$ cat src/rtl/raster_pkg.sv
package raster_pkg;
  typedef enum logic [3:0] {
    REG_HSYNC  = 4'd0,
    REG_HSTART = 4'd1,
    REG_HBLANK = 4'd2,
    REG_HTOTAL = 4'd3,
    REG_VSYNC  = 4'd4,
    REG_VSTART = 4'd5,
    REG_VBLANK = 4'd6,
    REG_VTOTAL = 4'd7,
    REG_CTRL   = 4'd8
  } rasterReg_e;

  localparam int NUM_REGS      = 9;
  localparam int CLKSEL_W      = 3;
  localparam int CTRL_FLIPX    = 3;
  localparam int CTRL_FLIPY    = 4;
  localparam int CTRL_OFF      = 15;
  localparam int NUM_AXES      = 2;

  // strobes from the counter control to the register datapath
  typedef struct packed {
    logic pixStep;
    logic lineEnd;
    logic frameEnd;
  } rasterStrobe_t;
endpackage

$ cat src/rtl/raster_window.sv
module raster_window #(
  parameter int W = 16
) (
  input  logic [W-1:0] pos,
  input  logic [W-1:0] start,
  input  logic [W-1:0] blank,
  input  logic [W-1:0] total,
  output logic         inWin
);
  logic [W:0] rel;
  logic [W:0] width;

  // distance from start, folded into one period of the axis
  always_comb begin
    if (pos >= start) rel = {1'b0, pos} - {1'b0, start};
    else              rel = {1'b0, pos} + {1'b0, total} - {1'b0, start};
    width = {1'b0, blank} - {1'b0, start};
    inWin = rel < width;
  end
endmodule

$ cat src/rtl/raster_ctrl.sv
module raster_ctrl
  import raster_pkg::*;
#(
  parameter int W = 16
) (
  input  logic          clk,
  input  logic          rstN,
  input  logic          pixEn,
  input  logic [W-1:0]  hTotal,
  input  logic [W-1:0]  vTotal,
  output logic [W-1:0]  hCnt,
  output logic [W-1:0]  vCnt,
  output rasterStrobe_t strobe
);
  logic [W:0] hNext;
  logic [W:0] vNext;

  always_comb begin
    hNext           = {1'b0, hCnt} + 1'b1;
    vNext           = {1'b0, vCnt} + 1'b1;
    strobe.pixStep  = pixEn;
    strobe.lineEnd  = pixEn && (hNext >= {1'b0, hTotal});
    strobe.frameEnd = strobe.lineEnd && (vNext >= {1'b0, vTotal});
  end

  always_ff @(posedge clk) begin
    if (!rstN) begin
      hCnt <= '0;
      vCnt <= '0;
    end else if (strobe.pixStep) begin
      if (strobe.lineEnd) begin
        hCnt <= '0;
        vCnt <= strobe.frameEnd ? '0 : vNext[W-1:0];
      end else begin
        hCnt <= hNext[W-1:0];
      end
    end
  end
endmodule

$ cat src/rtl/raster_datapath.sv
module raster_datapath
  import raster_pkg::*;
#(
  parameter int          W        = 16,
  parameter int          ADDR_W   = 4,
  parameter logic [15:0] INIT_HS  = 16'd42,
  parameter logic [15:0] INIT_HST = 16'd111,
  parameter logic [15:0] INIT_HBL = 16'd495,
  parameter logic [15:0] INIT_HT  = 16'd454,
  parameter logic [15:0] INIT_VS  = 16'd3,
  parameter logic [15:0] INIT_VST = 16'd21,
  parameter logic [15:0] INIT_VBL = 16'd245,
  parameter logic [15:0] INIT_VT  = 16'd262,
  parameter logic [15:0] INIT_CTL = 16'h0003
) (
  input  logic                clk,
  input  logic                rstN,
  input  rasterStrobe_t       strobe,
  input  logic                regWe,
  input  logic [ADDR_W-1:0]   regAddr,
  input  logic [W-1:0]        regWdata,
  input  logic [W-1:0]        hCnt,
  input  logic [W-1:0]        vCnt,
  output logic [W-1:0]        hTotal,
  output logic [W-1:0]        vTotal,
  output logic                hSync,
  output logic                vSync,
  output logic                hActive,
  output logic                vActive,
  output logic                displayActive,
  output logic                flipX,
  output logic                flipY,
  output logic [CLKSEL_W-1:0] pixClkSel,
  output logic                dispOff
);
  localparam int BASE_SYNC  = 0;
  localparam int BASE_START = 1;
  localparam int BASE_BLANK = 2;
  localparam int BASE_TOTAL = 3;
  localparam int AXIS_STEP  = 4;

  logic [W-1:0] shadowQ [NUM_REGS];
  logic [W-1:0] liveQ   [NUM_REGS];
  logic [W-1:0] axisPos [NUM_AXES];
  logic         axisWin [NUM_AXES];

  function automatic logic [W-1:0] resetVal(input int idx);
    logic [15:0] v;
    case (idx)
      0: v = INIT_HS;
      1: v = INIT_HST;
      2: v = INIT_HBL;
      3: v = INIT_HT;
      4: v = INIT_VS;
      5: v = INIT_VST;
      6: v = INIT_VBL;
      7: v = INIT_VT;
      default: v = INIT_CTL;
    endcase
    return W'(v);
  endfunction

  // holding copy takes writes; live copy loads at the frame boundary
  always_ff @(posedge clk) begin
    for (int i = 0; i < NUM_REGS; i++) begin
      if (!rstN) begin
        shadowQ[i] <= resetVal(i);
        liveQ[i]   <= resetVal(i);
      end else begin
        if (regWe && (regAddr == ADDR_W'(i))) shadowQ[i] <= regWdata;
        if (strobe.frameEnd)                   liveQ[i]   <= shadowQ[i];
      end
    end
  end

  assign axisPos[0] = hCnt;
  assign axisPos[1] = vCnt;

  for (genvar a = 0; a < NUM_AXES; a++) begin : g_axis
    raster_window #(.W(W)) u_win (
      .pos   (axisPos[a]),
      .start (liveQ[a*AXIS_STEP + BASE_START]),
      .blank (liveQ[a*AXIS_STEP + BASE_BLANK]),
      .total (liveQ[a*AXIS_STEP + BASE_TOTAL]),
      .inWin (axisWin[a])
    );
  end

  always_comb begin
    hTotal        = liveQ[BASE_TOTAL];
    vTotal        = liveQ[AXIS_STEP + BASE_TOTAL];
    hSync         = hCnt < liveQ[BASE_SYNC];
    vSync         = vCnt < liveQ[AXIS_STEP + BASE_SYNC];
    hActive       = axisWin[0];
    vActive       = axisWin[1];
    dispOff       = liveQ[REG_CTRL][CTRL_OFF];
    flipX         = liveQ[REG_CTRL][CTRL_FLIPX];
    flipY         = liveQ[REG_CTRL][CTRL_FLIPY];
    pixClkSel     = liveQ[REG_CTRL][CLKSEL_W-1:0];
    displayActive = hActive && vActive && !dispOff;
  end
endmodule

$ cat src/rtl/raster_timing_gen.sv
module raster_timing_gen
  import raster_pkg::*;
#(
  parameter int          W        = 16,
  parameter int          ADDR_W   = 4,
  parameter logic [15:0] INIT_HS  = 16'd42,
  parameter logic [15:0] INIT_HST = 16'd111,
  parameter logic [15:0] INIT_HBL = 16'd495,
  parameter logic [15:0] INIT_HT  = 16'd454,
  parameter logic [15:0] INIT_VS  = 16'd3,
  parameter logic [15:0] INIT_VST = 16'd21,
  parameter logic [15:0] INIT_VBL = 16'd245,
  parameter logic [15:0] INIT_VT  = 16'd262,
  parameter logic [15:0] INIT_CTL = 16'h0003
) (
  input  logic                clk,
  input  logic                rstN,
  input  logic                pixEn,
  input  logic                regWe,
  input  logic [ADDR_W-1:0]   regAddr,
  input  logic [W-1:0]        regWdata,
  output logic [W-1:0]        pixX,
  output logic [W-1:0]        pixY,
  output logic                hSync,
  output logic                vSync,
  output logic                hActive,
  output logic                vActive,
  output logic                displayActive,
  output logic                flipX,
  output logic                flipY,
  output logic [CLKSEL_W-1:0] pixClkSel,
  output logic                dispOff
);
  rasterStrobe_t strobe;
  logic [W-1:0]  hTotal;
  logic [W-1:0]  vTotal;

  raster_ctrl #(.W(W)) u_ctrl (
    .clk    (clk),
    .rstN   (rstN),
    .pixEn  (pixEn),
    .hTotal (hTotal),
    .vTotal (vTotal),
    .hCnt   (pixX),
    .vCnt   (pixY),
    .strobe (strobe)
  );

  raster_datapath #(
    .W(W), .ADDR_W(ADDR_W),
    .INIT_HS(INIT_HS), .INIT_HST(INIT_HST), .INIT_HBL(INIT_HBL), .INIT_HT(INIT_HT),
    .INIT_VS(INIT_VS), .INIT_VST(INIT_VST), .INIT_VBL(INIT_VBL), .INIT_VT(INIT_VT),
    .INIT_CTL(INIT_CTL)
  ) u_dp (
    .clk           (clk),
    .rstN          (rstN),
    .strobe        (strobe),
    .regWe         (regWe),
    .regAddr       (regAddr),
    .regWdata      (regWdata),
    .hCnt          (pixX),
    .vCnt          (pixY),
    .hTotal        (hTotal),
    .vTotal        (vTotal),
    .hSync         (hSync),
    .vSync         (vSync),
    .hActive       (hActive),
    .vActive       (vActive),
    .displayActive (displayActive),
    .flipX         (flipX),
    .flipY         (flipY),
    .pixClkSel     (pixClkSel),
    .dispOff       (dispOff)
  );
endmodule

$ cat config.mk
export PLATFORM = sky130hd
export DESIGN_NAME = raster_timing_gen
export DESIGN_NICKNAME = d
export VERILOG_FILES = /design/src/rtl/raster_pkg.sv /design/src/rtl/raster_window.sv /design/src/rtl/raster_ctrl.sv /design/src/rtl/raster_datapath.sv /design/src/rtl/raster_timing_gen.sv
export SDC_FILE = /design/constraint.sdc
export NUM_CORES = 1
export LEC_CHECK = 0
export BUFFER_PORTS_ARGS = -buffer_cell sky130_fd_sc_hd__buf_2
export CELL_PAD_IN_SITES_DETAIL_PLACEMENT = 2
export CELL_PAD_IN_SITES_GLOBAL_PLACEMENT = 2
export CORE_MARGIN = 2
export CORE_UTILIZATION = 39
export CTS_BUF_LIST = sky130_fd_sc_hd__clkbuf_2
export DETAILED_ROUTE_END_ITERATION = 6
export PLACE_DENSITY = 0.79
export SLEW_MARGIN = 40
export SYNTH_ARGS = -nofsm -noshare
export SYNTH_HDL_FRONTEND = slang
export SYNTH_SLANG_ARGS = --single-unit
$ cat constraint.sdc
create_clock -name clk -period 13.77 [get_ports clk]
set_input_delay 0 -clock clk [delete_from_list [all_inputs] [get_ports clk]]
set_output_delay 0 -clock clk [all_outputs]
set_load 0.02 [all_outputs]
Yosys cells after proc, flatten, opt, wreduce, memory -nomap -nowiden:

Memories as Yosys holds them, arrays and structs flattened.
Index checks and enable logic that the tools add are counted.

* multiplexer cells: 61
* reductions and logical operators: 16
* bitwise operators: 18
* $lt $le $gt $ge: 8
* eq/ne operators: 8
* $add $sub $neg: 10

Operators by type and width (count)
* 2-to-1 mux 16 bit: 28
* subtractor 16 x 16 -> 17 bit: 4
* adder 16 x 1 -> 17 bit (second input constant): 2
* adder 16 x 16 -> 17 bit: 2
* greater-or-equal comparator 17 x 16 -> 1 bit: 2
* < comparator 17 bit: 2
* 2-to-1 mux 17 bit: 2
* subtractor 17 x 16 -> 17 bit: 2
* greater-or-equal comparator 16 bit: 2
* < comparator 16 bit: 2
* 2-to-1 mux 1 bit: 31
* OR 1 bit: 18
* equality test 4 x 3 -> 1 bit (second input constant): 4
* logical AND 1 bit: 13
* equality test 4 x 2 -> 1 bit (second input constant): 2
* equality test 4 x 1 -> 1 bit (second input constant): 1
* equality test 4 bit (second input constant): 1
* zero test 4 bit: 1
* AND reduction 2 bit: 1
* zero test 1 bit: 1

* input bits: 24
* output and inout port bits: 43
* memory bits (writable): 288
* logic and storage cells: 125
* flip-flop bits (word level): 32
* memories: 2

Memory list
* u_dp.liveQ: words 9, bits a word 16, read ports 9, clocked after memory_dff 0, wr ports 9, RTL line raster_datapath.sv:43 `logic [W-1:0] liveQ [NUM_REGS];`
* u_dp.shadowQ: words 9, bits a word 16, read ports 9, clocked after memory_dff 0, wr ports 9, RTL line raster_datapath.sv:42 `logic [W-1:0] shadowQ [NUM_REGS];`

Longest topological paths before layout:

Gate-level depths: netlist (run 1).

* depth in word-level cells: 8
* gate-level depth with buffers: 22
* mapped depth without buffers: 22

By module:

A second synthesis (run 1) with hierarchy kept.

* cells, all modules: 1969
* area, all modules: 20064.2 um2

Modules (own cells, without submodules)
* raster_datapath: cells each 712, times used 1, area an instance 10807.9 um2
* raster_window (u_dp.g_axis[1].u_win): cells each 473, times used 1, area an instance 3349.5 um2
* raster_window (u_dp.g_axis[0].u_win): cells each 442, times used 1, area an instance 3210.6 um2
* raster_ctrl: cells each 342, times used 1, area an instance 2696.3 um2

Worst setup path after synthesis (run 1):

No wires, ideal clock.

* path kind: reg2reg
* start point: register u_ctrl.hCnt[1]
* end point: memory u_dp.liveQ[0][0] (enable)
* data arrival time: 12.459 ns
* cell stages (with the launch flop): 17
* buffers on the path: 3
* library setup time: 0.815 ns
* clock period less this slack: 13.274 ns
* required time: 12.955 ns
* setup slack: 0.496 ns
* cell sequence: dfxtp_1 > ha_1 > and3_1 > and3_4 > and3_1 > buf_2 > nand3_1 > xnor2_1 > ha_1 > a21o_1 > a21o_1 > a21oi_1 > o2111ai_1 > a22oi_4 > buf_6 > buf_6 > o21ai_0

RTL lines
* start: declaration: RTL line raster_ctrl.sv:11 `output logic [W-1:0] hCnt,`
* start signal: assignment: RTL line raster_ctrl.sv:35 `hCnt <= hNext[W-1:0];`
* end: declaration: RTL line raster_datapath.sv:43

Final worst setup path (run 1):

* start point: register u_ctrl.vCnt[5]
* end point: output displayActive

* word-level cells in the longest chain between the ends: 6
* elaborated cells on any way between the ends: 8
* those cells by class: add/sub (3); order compare (2); mux (1); reduce/logical (2)

Ends and longest elaborated chain
* start: declaration: RTL line raster_ctrl.sv:12 `output logic [W-1:0] vCnt,`
* start signal: assignment: RTL line raster_ctrl.sv:33 `vCnt <= strobe.frameEnd ? '0 : vNext[W-1:0];`
* adder 16 x 16 -> 17 bit: RTL line raster_window.sv:16 `else rel = {1'b0, pos} + {1'b0, total} - {1'b0, start};`
* subtractor 17 x 16 -> 17 bit: RTL line raster_window.sv:16
* 2-to-1 mux 17 bit *: RTL line raster_window.sv:15 `if (pos >= start) rel = {1'b0, pos} - {1'b0, start};`
* < comparator 17 bit *: RTL line raster_window.sv:18 `inWin = rel < width;`
* logical AND 1 bit * (2 in series): RTL line raster_datapath.sv:100 `displayActive = hActive && vActive && !dispOff;`
* end: declaration: RTL line raster_timing_gen.sv:28 `output logic displayActive,`

Every way passes the cells marked *; elsewhere a longest branch is shown, timed or not.

==> results.toml, run 1 <==
[grt]
grt_usage_pct = 25.8
overflow = 0
use_met3_pct = 3.63
grt_first_pass_wirelength_um = 103000
antenna_found_initial = 1
grt-busiest-layer = "met2"
gr-usage-met2_pct = 43.4
grt_pass1_vias = 16608
grt_max_degree = 109
met1_usage_pct = 34.8

[sta]
timing.final.crit_share_pct = 50.6
finalMaxSlewViolations = 0
tightest_slew_ns = 0.845
max_freq_ghz = 0.144
grt_setup_unrepaired = "no"
tns_ns = 0
finalSetupViolCount = 0
slew_headroom_pct = 42.9
fin_skew_ns = 0.0790
min_period_ns = 6.97
final-hold-violation-count = 0

[worst_setup_path]
critical_path.max_fanout = 9
cp_data_arrival_time_ns = 6.97
end_kind = "primary output"
r2r_slack_ns = 7.89
critical_path_class = "flip-flop to primary output"
rr_startpoint = "u_ctrl.vCnt[2]$_SDFFE_PN0P_"
start_kind = "flip-flop"
r2r-end = "u_dp.liveQ[0][13]$_SDFFCE_PN0P_"
ff2ff_path_depth = 13
crit_required_ns = 13.77

[clock_tree]
cts_num_sinks = 300
cts-resized-gates = 0
cts_buffers = 74
cts_root_buffer = "clkbuf_2"
tritoncts = "done"
htree_levels = 3
clockBufferDepth = 3
worstSkewPairLatency_ns = 0.99
path_clk_slew_ns = 0.13

[routing]
drc = 0
vias = 15005
drt_first_pass_iters = 5
wl_um = 67600
routedWlPerCell_um = 24.4
drt_iter0_drc = 950
ant_nets = 0
viasPerCell = 5.42

[hold_path]
worstHoldEndpoint = "u_ctrl.hCnt[15]$_SDFFE_PN0P_"
hold_depth = 4
hp-start = "pixEn"
worst_hold_path_type = "input port to flip-flop"

[yosys]
synth_edf_count = 268
syn_nets = 2140
synth_area_um2 = 19700
synth_cells = 1886
ys_ff_latch = 300
async_reset_ff_share_pct = 0
yosys_warnings = 0
synth.distinct_cells = 68
synth_area_per_cell_um2 = 10.4
yosys_most_used_dff = "edfxtp_1"
seq_area_frac_synth_pct = 44.2

[floorplanning]
coreArea_um2 = 50000
die_height_um = 228
die_w_um = 228
start_util_pct = 39.3
pin_count = 67
die-area_um2 = 52200
rows = 82

[power_and_ir_drop]
power_mw = 1.93
powerDensity_nw_per_um2 = 88.3
power.static_leakage_nw = 9.39
vdd_drop_max_uv = 82.3

[finish]
fin_nets = 2293
final_layout_size_suffix_gt1_share_pct = 10.5
finalNonFillerCells = 2769
area_growth_pct = 11.0

[placed_design]
dp.cells = 2596
numPortBuffers = 66
dp_hpwl_um = 50900
routabilityCongestion = 0.855

[job]
cap_violations = 0

[status]
outcome = "complete, no violations"
[how the worst max path moves through the flow]
stage	startpoint	to	slack [ns]	cells past startpoint
2_1_floorplan	u_ctrl.hCnt[1]$_SDFFE_PN0P_	u_dp.liveQ[0][0]$_SDFFCE_PN0P_	0.50	16
3_3_place_gp	u_ctrl.vCnt[5]$_SDFFE_PN0P_	displayActive	7.74	21
3_5_place_dp	u_ctrl.vCnt[5]$_SDFFE_PN0P_	displayActive	7.71	21
4_1_cts	u_ctrl.vCnt[5]$_SDFFE_PN0P_	displayActive	6.64	21
5_1_grt	u_ctrl.vCnt[5]$_SDFFE_PN0P_	displayActive	6.29	21
6_report	u_ctrl.vCnt[5]$_SDFFE_PN0P_	displayActive	6.80	21
[metrics by stage]
stage          util (%)  instance area [um^2]  setup slack, ns  hold WS [ns]
6_report           43.7                 21800             6.80        0.0584
5_1_grt            43.7                 21800             6.29        0.0550
4_1_cts            43.6                 21800             6.64        0.0111
3_5_place_dp       41.6                 20800             7.71         0.455
3_3_place_gp       41.5                 20800             7.74         0.434
2_1_floorplan         -                 19700            0.496         0.178
[synthesized netlist by cell type (35+ instances only)]
master	number	area share [%]
nor2_1	100	1.9
nand3_1	35	0.89
ha_1	194	12
o21ai_0	68	1.7
or3_1	47	1.5
nand2b_1	67	2.1
a21oi_1	99	2.5
xor2_1	37	1.6
fa_1	36	3.7
a21o_1	42	1.6
xnor2_1	80	3.6
and2_1	202	6.4
edfxtp_1	268	41
nand2_1	74	1.4
inv_1	220	4.2
[critical path, stage by stage, from the launching register on]
cell,delay [ns]
dfxtp_1,0.70
inv_1,0.28
fa_1,0.59
inv_1,0.05
ha_1,0.32
o21ai_0,0.23
a21boi_0,0.18
o2111ai_1,0.14
nand2_1,0.16
a311oi_1,0.58
xor2_1,0.25
a21oi_1,0.13
ha_1,0.33
o21ai_0,0.09
nor2_1,0.06
nor4_1,0.17
o21ai_0,0.22
a2111oi_1,0.64
nand2b_1,0.11
o21a_1,0.23
a2111oi_2,0.34
buf_2,0.23
[repair_timing]
action / CTS / global route
hold endpoints to repair: 316 / 0
setup buffers: 0 / 0
setup endpoints to repair: 0 / 0
hold buffers: 39 / 0
[area by class of cell]
class	instances	area, um^2
antenna	1	2.50
clock buffer	105	526
clock inverter	28	113
fill	5290	28100
inverter	221	830
multi-input combinational	1321	9970
sequential	300	8690
tap	672	841
timing repair buffer	121	852
[kinds of logic after synthesis]
| kind of cell | count (synthesis) | share of synthesized area [%] |
|---|---|---|
| simple gates | 630 | 17.7 |
| flops | 300 | 44.2 |
| fa+ha+maj | 230 | 16.0 |
| buf+inv | 265 | 5.31 |
| mux | 13 | 0.668 |
| compound gates | 331 | 10.9 |
| xor+xnor | 117 | 5.21 |
[layer usage]
layer,part of all wire (%),wire length (um)
met4,2.2,1460
met1,46,31000
met3,4.6,3120
met5,0,0
met2,47,32000
[cells in the final DEF (no fill, tap or decap), drive strengths merged, types with 42 or more instances in the layout]
| cell | count |
|---|---|
| edfxtp | 268 |
| inv | 226 |
| and2 | 202 |
| ha | 194 |
| clkbuf | 105 |
| nor2 | 100 |
| a21oi | 99 |
| buf | 82 |
| xnor2 | 80 |
| nand2 | 74 |
| o21ai | 68 |
| nand2b | 67 |
| or3 | 47 |
| a21o | 42 |
[registers in the layout (all words and copies together), names as in the netlist]
| register | flops |
|---|---|
| u_ctrl.vCnt | 16 |
| u_dp.liveQ | 134 |
| u_ctrl.hCnt | 16 |
| u_dp.shadowQ | 134 |
[power breakdown]
group	internal, mW	switching (mW)	leakage [nW]
combinational	0.107	0.177	6.08
sequential	1.02	0.0194	2.81
clock	0.207	0.394	0.499
total	1.34	0.590	9.39
No activity file was read; power rests on OpenSTA's default activity.
==> run 2, diff against run 1 <==
Clock period 13.77 ns to 5.68 ns, I/O delays scaled along.
==> results.toml, run 2 (synthesis gave the netlist of run 1 again) <==
[finish]
area_growth_pct = 17.5
final_layout_size_suffix_gt1_share_pct = 17.9
layout_common_cells = "edfxtp_1 (268), inv_1 (207), and2_1 (202)"
largestRegisters = "u_dp.liveQ (134), u_dp.shadowQ (134)"
post-route-util_pct = 46.2
finalNonFillerCells = 2844
final_area_um2 = 23100
fin_nets = 2365
mostFrequentLayoutCell = "edfxtp_1"

[sta]
min_period_ns = 5.86
finalMaxSlewViolations = 0
grt_setup_unrepaired = "yes"
finalSetupViolCount = 2
timing.final.crit_share_pct = 103
tightest_slew_ns = 0.898
setup_ws_ns = -0.184
final-hold-violation-count = 0
hold_ws_ns = 0.102
fin_skew_ns = 0.122
slew_headroom_pct = 40.1
max_freq_ghz = 0.171

[routing]
viasPerCell = 5.83
drc = 0
ant_nets = 0
drt_first_pass_iters = 5
drt_iter0_drc = 1329
vias = 16581
routedWlPerCell_um = 29.6
wl_um = 84300

[worst_setup_path]
end_kind = "primary output"
crit_cells = 21
cp_data_arrival_time_ns = 5.86
critPathBufInv = 4
start_kind = "flip-flop"
ff2ff_path_depth = 16
rr_startpoint = "u_ctrl.hCnt[1]$_SDFFE_PN0P_"
cpPeakStageDelay_ns = 0.60
crit_family = "compound AO/OA/AOI/OAI gates"
cp_slowest_cell = "fa_1"
path_cells = "fa_1, inv_1, ha_4, a21oi_4, inv_1, a21oi_1, nand2_2, a211o_1, a21oi_2, xor2_1, a21oi_1, ha_1, o21a_1, o211ai_1, o21ai_2, a2111oi_2, buf_4, nand2b_1, o21a_2, a2111oi_4, buf_4"
critical_path.max_fanout = 4
crit_start = "u_dp.liveQ[5][8]$_SDFFCE_PN0P_"
crit_required_ns = 5.68
r2r-end = "u_ctrl.hCnt[5]$_SDFFE_PN0P_"
r2r_slack_ns = 0.61
critical_path_class = "flip-flop to primary output"

[grt]
grt_max_degree = 72
overflow = 0
grt_usage_pct = 27.2
grt_first_pass_wirelength_um = 108000
grt_pass1_vias = 17266
antenna_found_initial = 4

[floorplanning]
die_height_um = 228
start_util_pct = 39.3
die-area_um2 = 52200
rows = 82
coreArea_um2 = 50000
pin_count = 67
die_w_um = 228

[power_and_ir_drop]
powerDensity_nw_per_um2 = 222
power_switching_share_pct = 33.2
p_clk_share_pct = 33.7
vdd_drop_max_uv = 150
seqPwrFrac_pct = 49.3
combPwrFrac_pct = 17.0
switchingPower_mw = 1.70
power.internal_mw = 3.42
power.static_leakage_nw = 9.85
power_mw = 5.12

[clock_tree]
cts_buffers = 78
clockBufferDepth = 3
htree_levels = 3
worstSkewPairLatency_ns = 1.07
cts_root_buffer = "clkbuf_2"
cts_num_sinks = 300
tritoncts = "done"
path_clk_slew_ns = 0.16

[hold_path]
worstHoldEndpoint = "u_dp.shadowQ[4][2]$_SDFFCE_PN0P_"
worst_hold_path_type = "input port to flip-flop"
hold_depth = 4
hp-start = "regAddr[3]"

[status]
violations = "setup timing"
outcome = "finished with violations"

[placed_design]
routabilityCongestion = 0.855
place_area_um2 = 21000
dp.cells = 2618
numPortBuffers = 66
dp_hpwl_um = 50300

[job]
cap_violations = 0
## run 2: changes by cell type in the layout (fill, tap and decap cells not counted), moves of 8 or more
| cell | previous run | this run |
|---|---|---|
| buf_4 | 13 | 70 |
| a21oi_1 | 99 | 81 |
| ha_1 | 194 | 179 |
| a21oi_2 | 0 | 13 |
| inv_1 | 220 | 207 |
| o21ai_0 | 60 | 47 |
| dfxtp_1 | 32 | 21 |
| dlygate4sd3_1 | 39 | 49 |
| inv_2 | 6 | 15 |
| o31ai_1 | 17 | 8 |
| ha_4 | 0 | 8 |
## run 2: worst max-delay path by stage
stage	endpoint	slack, ns
3_5_place_dp	displayActive	0.33
6_report	displayActive	-0.18
4_1_cts	displayActive	0.003
5_1_grt	displayActive	-0.46
2_1_floorplan	u_dp.liveQ[0][0]$_SDFFCE_PN0P_	0.02
3_3_place_gp	displayActive	0.49
## run 2: repair_timing
item                                   4_1_cts  5_1_grt
hold buffers                                49        0
setup endpoints to repair                    3        3
endpoints found under the hold margin      296        0
gates cloned                                 2        0
pin swaps                                   34       37
gates resized for setup                     85       73
buffers inserted                            17       17
## run 2: metrics by stage
stage / worst slack (ns) / TNS [ns]
final: -0.184 / -0.267
after global routing: -0.459 / -0.954
after CTS: 0.00308 / 0
after detailed placement: 0.330 / 0
after global placement: 0.490 / 0
after floorplan: 0.0218 / 0
## run 2: cell type report
| cell class | instances | area [um^2] |
|---|---|---|
| Fill cell | 5173 | 26900 |
| Multi-Input combinational cell | 1321 | 10600 |
| Sequential cell | 300 | 8710 |
| Timing Repair Buffer | 189 | 1450 |
| Tap cell | 672 | 841 |
| Inverter | 221 | 832 |
| Clock buffer | 106 | 531 |
| Clock inverter | 32 | 183 |
| Antenna cell | 3 | 7.51 |
## run 2: power by group through the flow
stage                     clock network [mW]  registers (mW)  logic [mW]
after floorplan                            0            2.55       0.427
after CTS                               1.62            2.51       0.755
after global routing                    1.84            2.53       0.934
after detailed placement                   0            2.56       0.669
final                                   1.73            2.52       0.871
after global placement                     0            2.55       0.625
## run 2: worst register-to-register path: stages, from the launching register on
cell and delay [ns]:
dfxtp_1 0.41, buf_4 0.26, ha_1 0.25, and3_1 0.27
and3_4 0.23, and3_1 0.39, nand3_1 0.20, xnor2_1 0.18
ha_1 0.33, a21o_1 0.18, a21o_1 0.20, a21oi_1 0.20
o2111ai_1 0.23, a22oi_4 0.36, buf_4 0.40, nand2_1 0.47
nor2_1 0.40
## run 2: routing by layer
metal  GRT usage, %  share of wire [%]  vias up
met5              0                  0        -
met4           11.3                4.2        0
met3           3.66                5.6      220
met2           45.3                 49      721
met1           35.7                 41     8555
li1               -                  -     7085
==> run 3, diff against run 2 <==
Settings changed: SYNTH_HIERARCHICAL set to 1.
==> results.toml, run 3 <==
[yosys]
synth_area_per_cell_um2 = 10.2
synth_area_um2 = 20100
syn_nets = 2222
yosys_warnings = 6
synth_cells = 1968

[grt]
grt_usage_pct = 27.5
grt_max_degree = 85
overflow = 0
antenna_found_initial = 5
grt_pass1_vias = 17965
grt_first_pass_wirelength_um = 110000

[worst_setup_path]
crit_family = "compound AO/OA/AOI/OAI gates"
rr_startpoint = "u_ctrl/hCnt[2]$_SDFFE_PN0P_"
end_kind = "primary output"
cp_data_arrival_time_ns = 5.74
crit_cells = 19
crit_end = "vActive"
critical_path_class = "flip-flop to primary output"
start_kind = "flip-flop"
cpPeakStageDelay_ns = 0.59
cp_slowest_cell = "fa_2"
critPathBufInv = 3
critical_path.max_fanout = 3
crit_start = "u_dp/liveQ[5][1]$_SDFFCE_PN0P_"
path_cells = "fa_2, inv_1, ha_1, a211oi_1, o21bai_1, a21oi_2, o21ai_4, a31oi_4, xor2_1, o21ai_0, ha_1, nand4_1, nor2_2, o21ai_1, o221ai_2, nor3b_2, a211o_1, buf_4, buf_4"
r2r-end = "u_dp/liveQ[7][7]$_SDFFCE_PN0P_"
ff2ff_path_depth = 16
crit_required_ns = 5.68
r2r_slack_ns = 0.47

[routing]
wl_um = 80300
drt_iter0_drc = 1158
routedWlPerCell_um = 27.2
vias = 16872
drc = 0
drt_first_pass_iters = 5
viasPerCell = 5.71
ant_nets = 0

[finish]
fin_nets = 2464
post-route-util_pct = 46.2
largestRegisters = "u_dp/liveQ (134), u_dp/shadowQ (134)"
final_layout_size_suffix_gt1_share_pct = 20.4
multi_input_area_um2 = 10700
finalNonFillerCells = 2953
n_fill_cell = 5360
area_growth_pct = 17.7
final_area_um2 = 23600
layout_common_cells = "edfxtp_1 (268), inv_1 (250), ha_1 (180)"
mostFrequentLayoutCell = "edfxtp_1"
regArea_um2 = 8740

[floorplanning]
pin_count = 67
start_util_pct = 39.3
die_w_um = 231
rows = 83
die_height_um = 231
coreArea_um2 = 51100
die-area_um2 = 53300

[sta]
final-hold-violation-count = 0
max_freq_ghz = 0.174
grt_setup_unrepaired = "yes"
timing.final.crit_share_pct = 101
min_period_ns = 5.74
finalMaxSlewViolations = 0
tightest_slew_ns = 0.859
finalSetupViolCount = 2
fin_skew_ns = 0.111
setup_ws_ns = -0.0617
slew_headroom_pct = 41.3

[job]
cap_violations = 0

[clock_tree]
path_clk_slew_ns = 0.15
clockBufferDepth = 3
tritoncts = "done"
cts_root_buffer = "clkbuf_2"
cts_buffers = 82
cts_num_sinks = 300
htree_levels = 3
worstSkewPairLatency_ns = 1.08

[power_and_ir_drop]
power_mw = 5.00
powerDensity_nw_per_um2 = 212
vdd_drop_max_uv = 122
power.static_leakage_nw = 10.3

[status]
outcome = "finished with violations"
violations = "setup timing"

[hold_path]
hold_depth = 3
hp-start = "pixEn"
worst_hold_path_type = "input port to flip-flop"

[placed_design]
routabilityCongestion = 0.900
dp_hpwl_um = 53900
dp.cells = 2691
post-place-ws_ns = 0.600
place_area_um2 = 21300
numPortBuffers = 66
[run 3: changes by cell type in the layout (fill, tap and decap cells not counted), sizes merged, moves of 13 or more]
cell / delta
and2: -100
and3: +89
or2: +43
nand2b: -42
inv: +36
nand2: +33
xnor2: -26
nand4: +19
nor2: -18
a21oi: +17
buf: +17
nor2b: -13
[run 3: timing repair]
item                       in CTS  in global routing
resized for setup              56                 94
hold endpoints to repair      333                  0
setup endpoints to repair       3                  3
hold buffers                   60                  0
buffers inserted               16                 39
pin swaps                      20                 53
[run 3: how the worst min path moves through the flow]
| stage | endpoint | slack, ns |
|---|---|---|
| after CTS | u_ctrl/hCnt[7]$_SDFFE_PN0P_ | 0.007 |
| final | u_ctrl/hCnt[5]$_SDFFE_PN0P_ | 0.05 |
| after global placement | u_dp/shadowQ[8][1]$_SDFFCE_PN1P_ | 0.45 |
| after detailed placement | pixClkSel[2] | 0.46 |
| after floorplan | u_dp/shadowQ[8][0]$_SDFFCE_PN1P_ | 0.18 |
| after global routing | u_ctrl/hCnt[5]$_SDFFE_PN0P_ | 0.02 |
[run 3: layer usage]
metal	share of wire, %	global-route usage [%]	up-vias
met2	49	45.6	529
met3	4.8	4.26	123
met4	2.5	8.79	6
met5	0.049	0	-
met1	44	36.8	8698
li1	-	-	7516
[run 3: stage by stage]
| stage | setup TNS, ns | hold slack (ns) |
|---|---|---|
| 2_1_floorplan | 0 | 0.178 |
| 3_3_place_gp | 0 | 0.449 |
| 3_5_place_dp | 0 | 0.460 |
| 4_1_cts | 0 | 0.00735 |
| 5_1_grt | -0.567 | 0.0193 |
| 6_report | -0.0825 | 0.0460 |
[run 3: worst register-to-register path, cell delays in order, from the launching register on]
cell and delay, ns:
dfxtp_4 0.41, buf_4 0.21, and2_1 0.21, nand4_1 0.21, nor2_1 0.47, and2_0 0.34, and3_1 0.24, xnor2_1 0.09
ha_1 0.31, nand4_1 0.10, nor2_1 0.49, and3_1 0.27, a41oi_1 0.08, buf_4 0.27, a21oi_4 0.26, buf_4 0.68
and3_1 0.37
[run 3: area by class of cell]
cell class | count | share of cell area (%)
antenna | 2 | 0.0212
clock buffer | 114 | 2.42
clock inverter | 31 | 0.610
inverter | 256 | 4.07
multi-input combinational | 1353 | 45.2
sequential | 300 | 37.0
tap | 680 | 3.60
timing repair buffer | 217 | 7.02
[run 3: power by group]
group          switching, mW  total (mW)  internal (mW)
logic                  0.509       0.828          0.320
clock network           1.09        1.65          0.555
registers             0.0471        2.52           2.47
total                   1.65        5.00           3.35
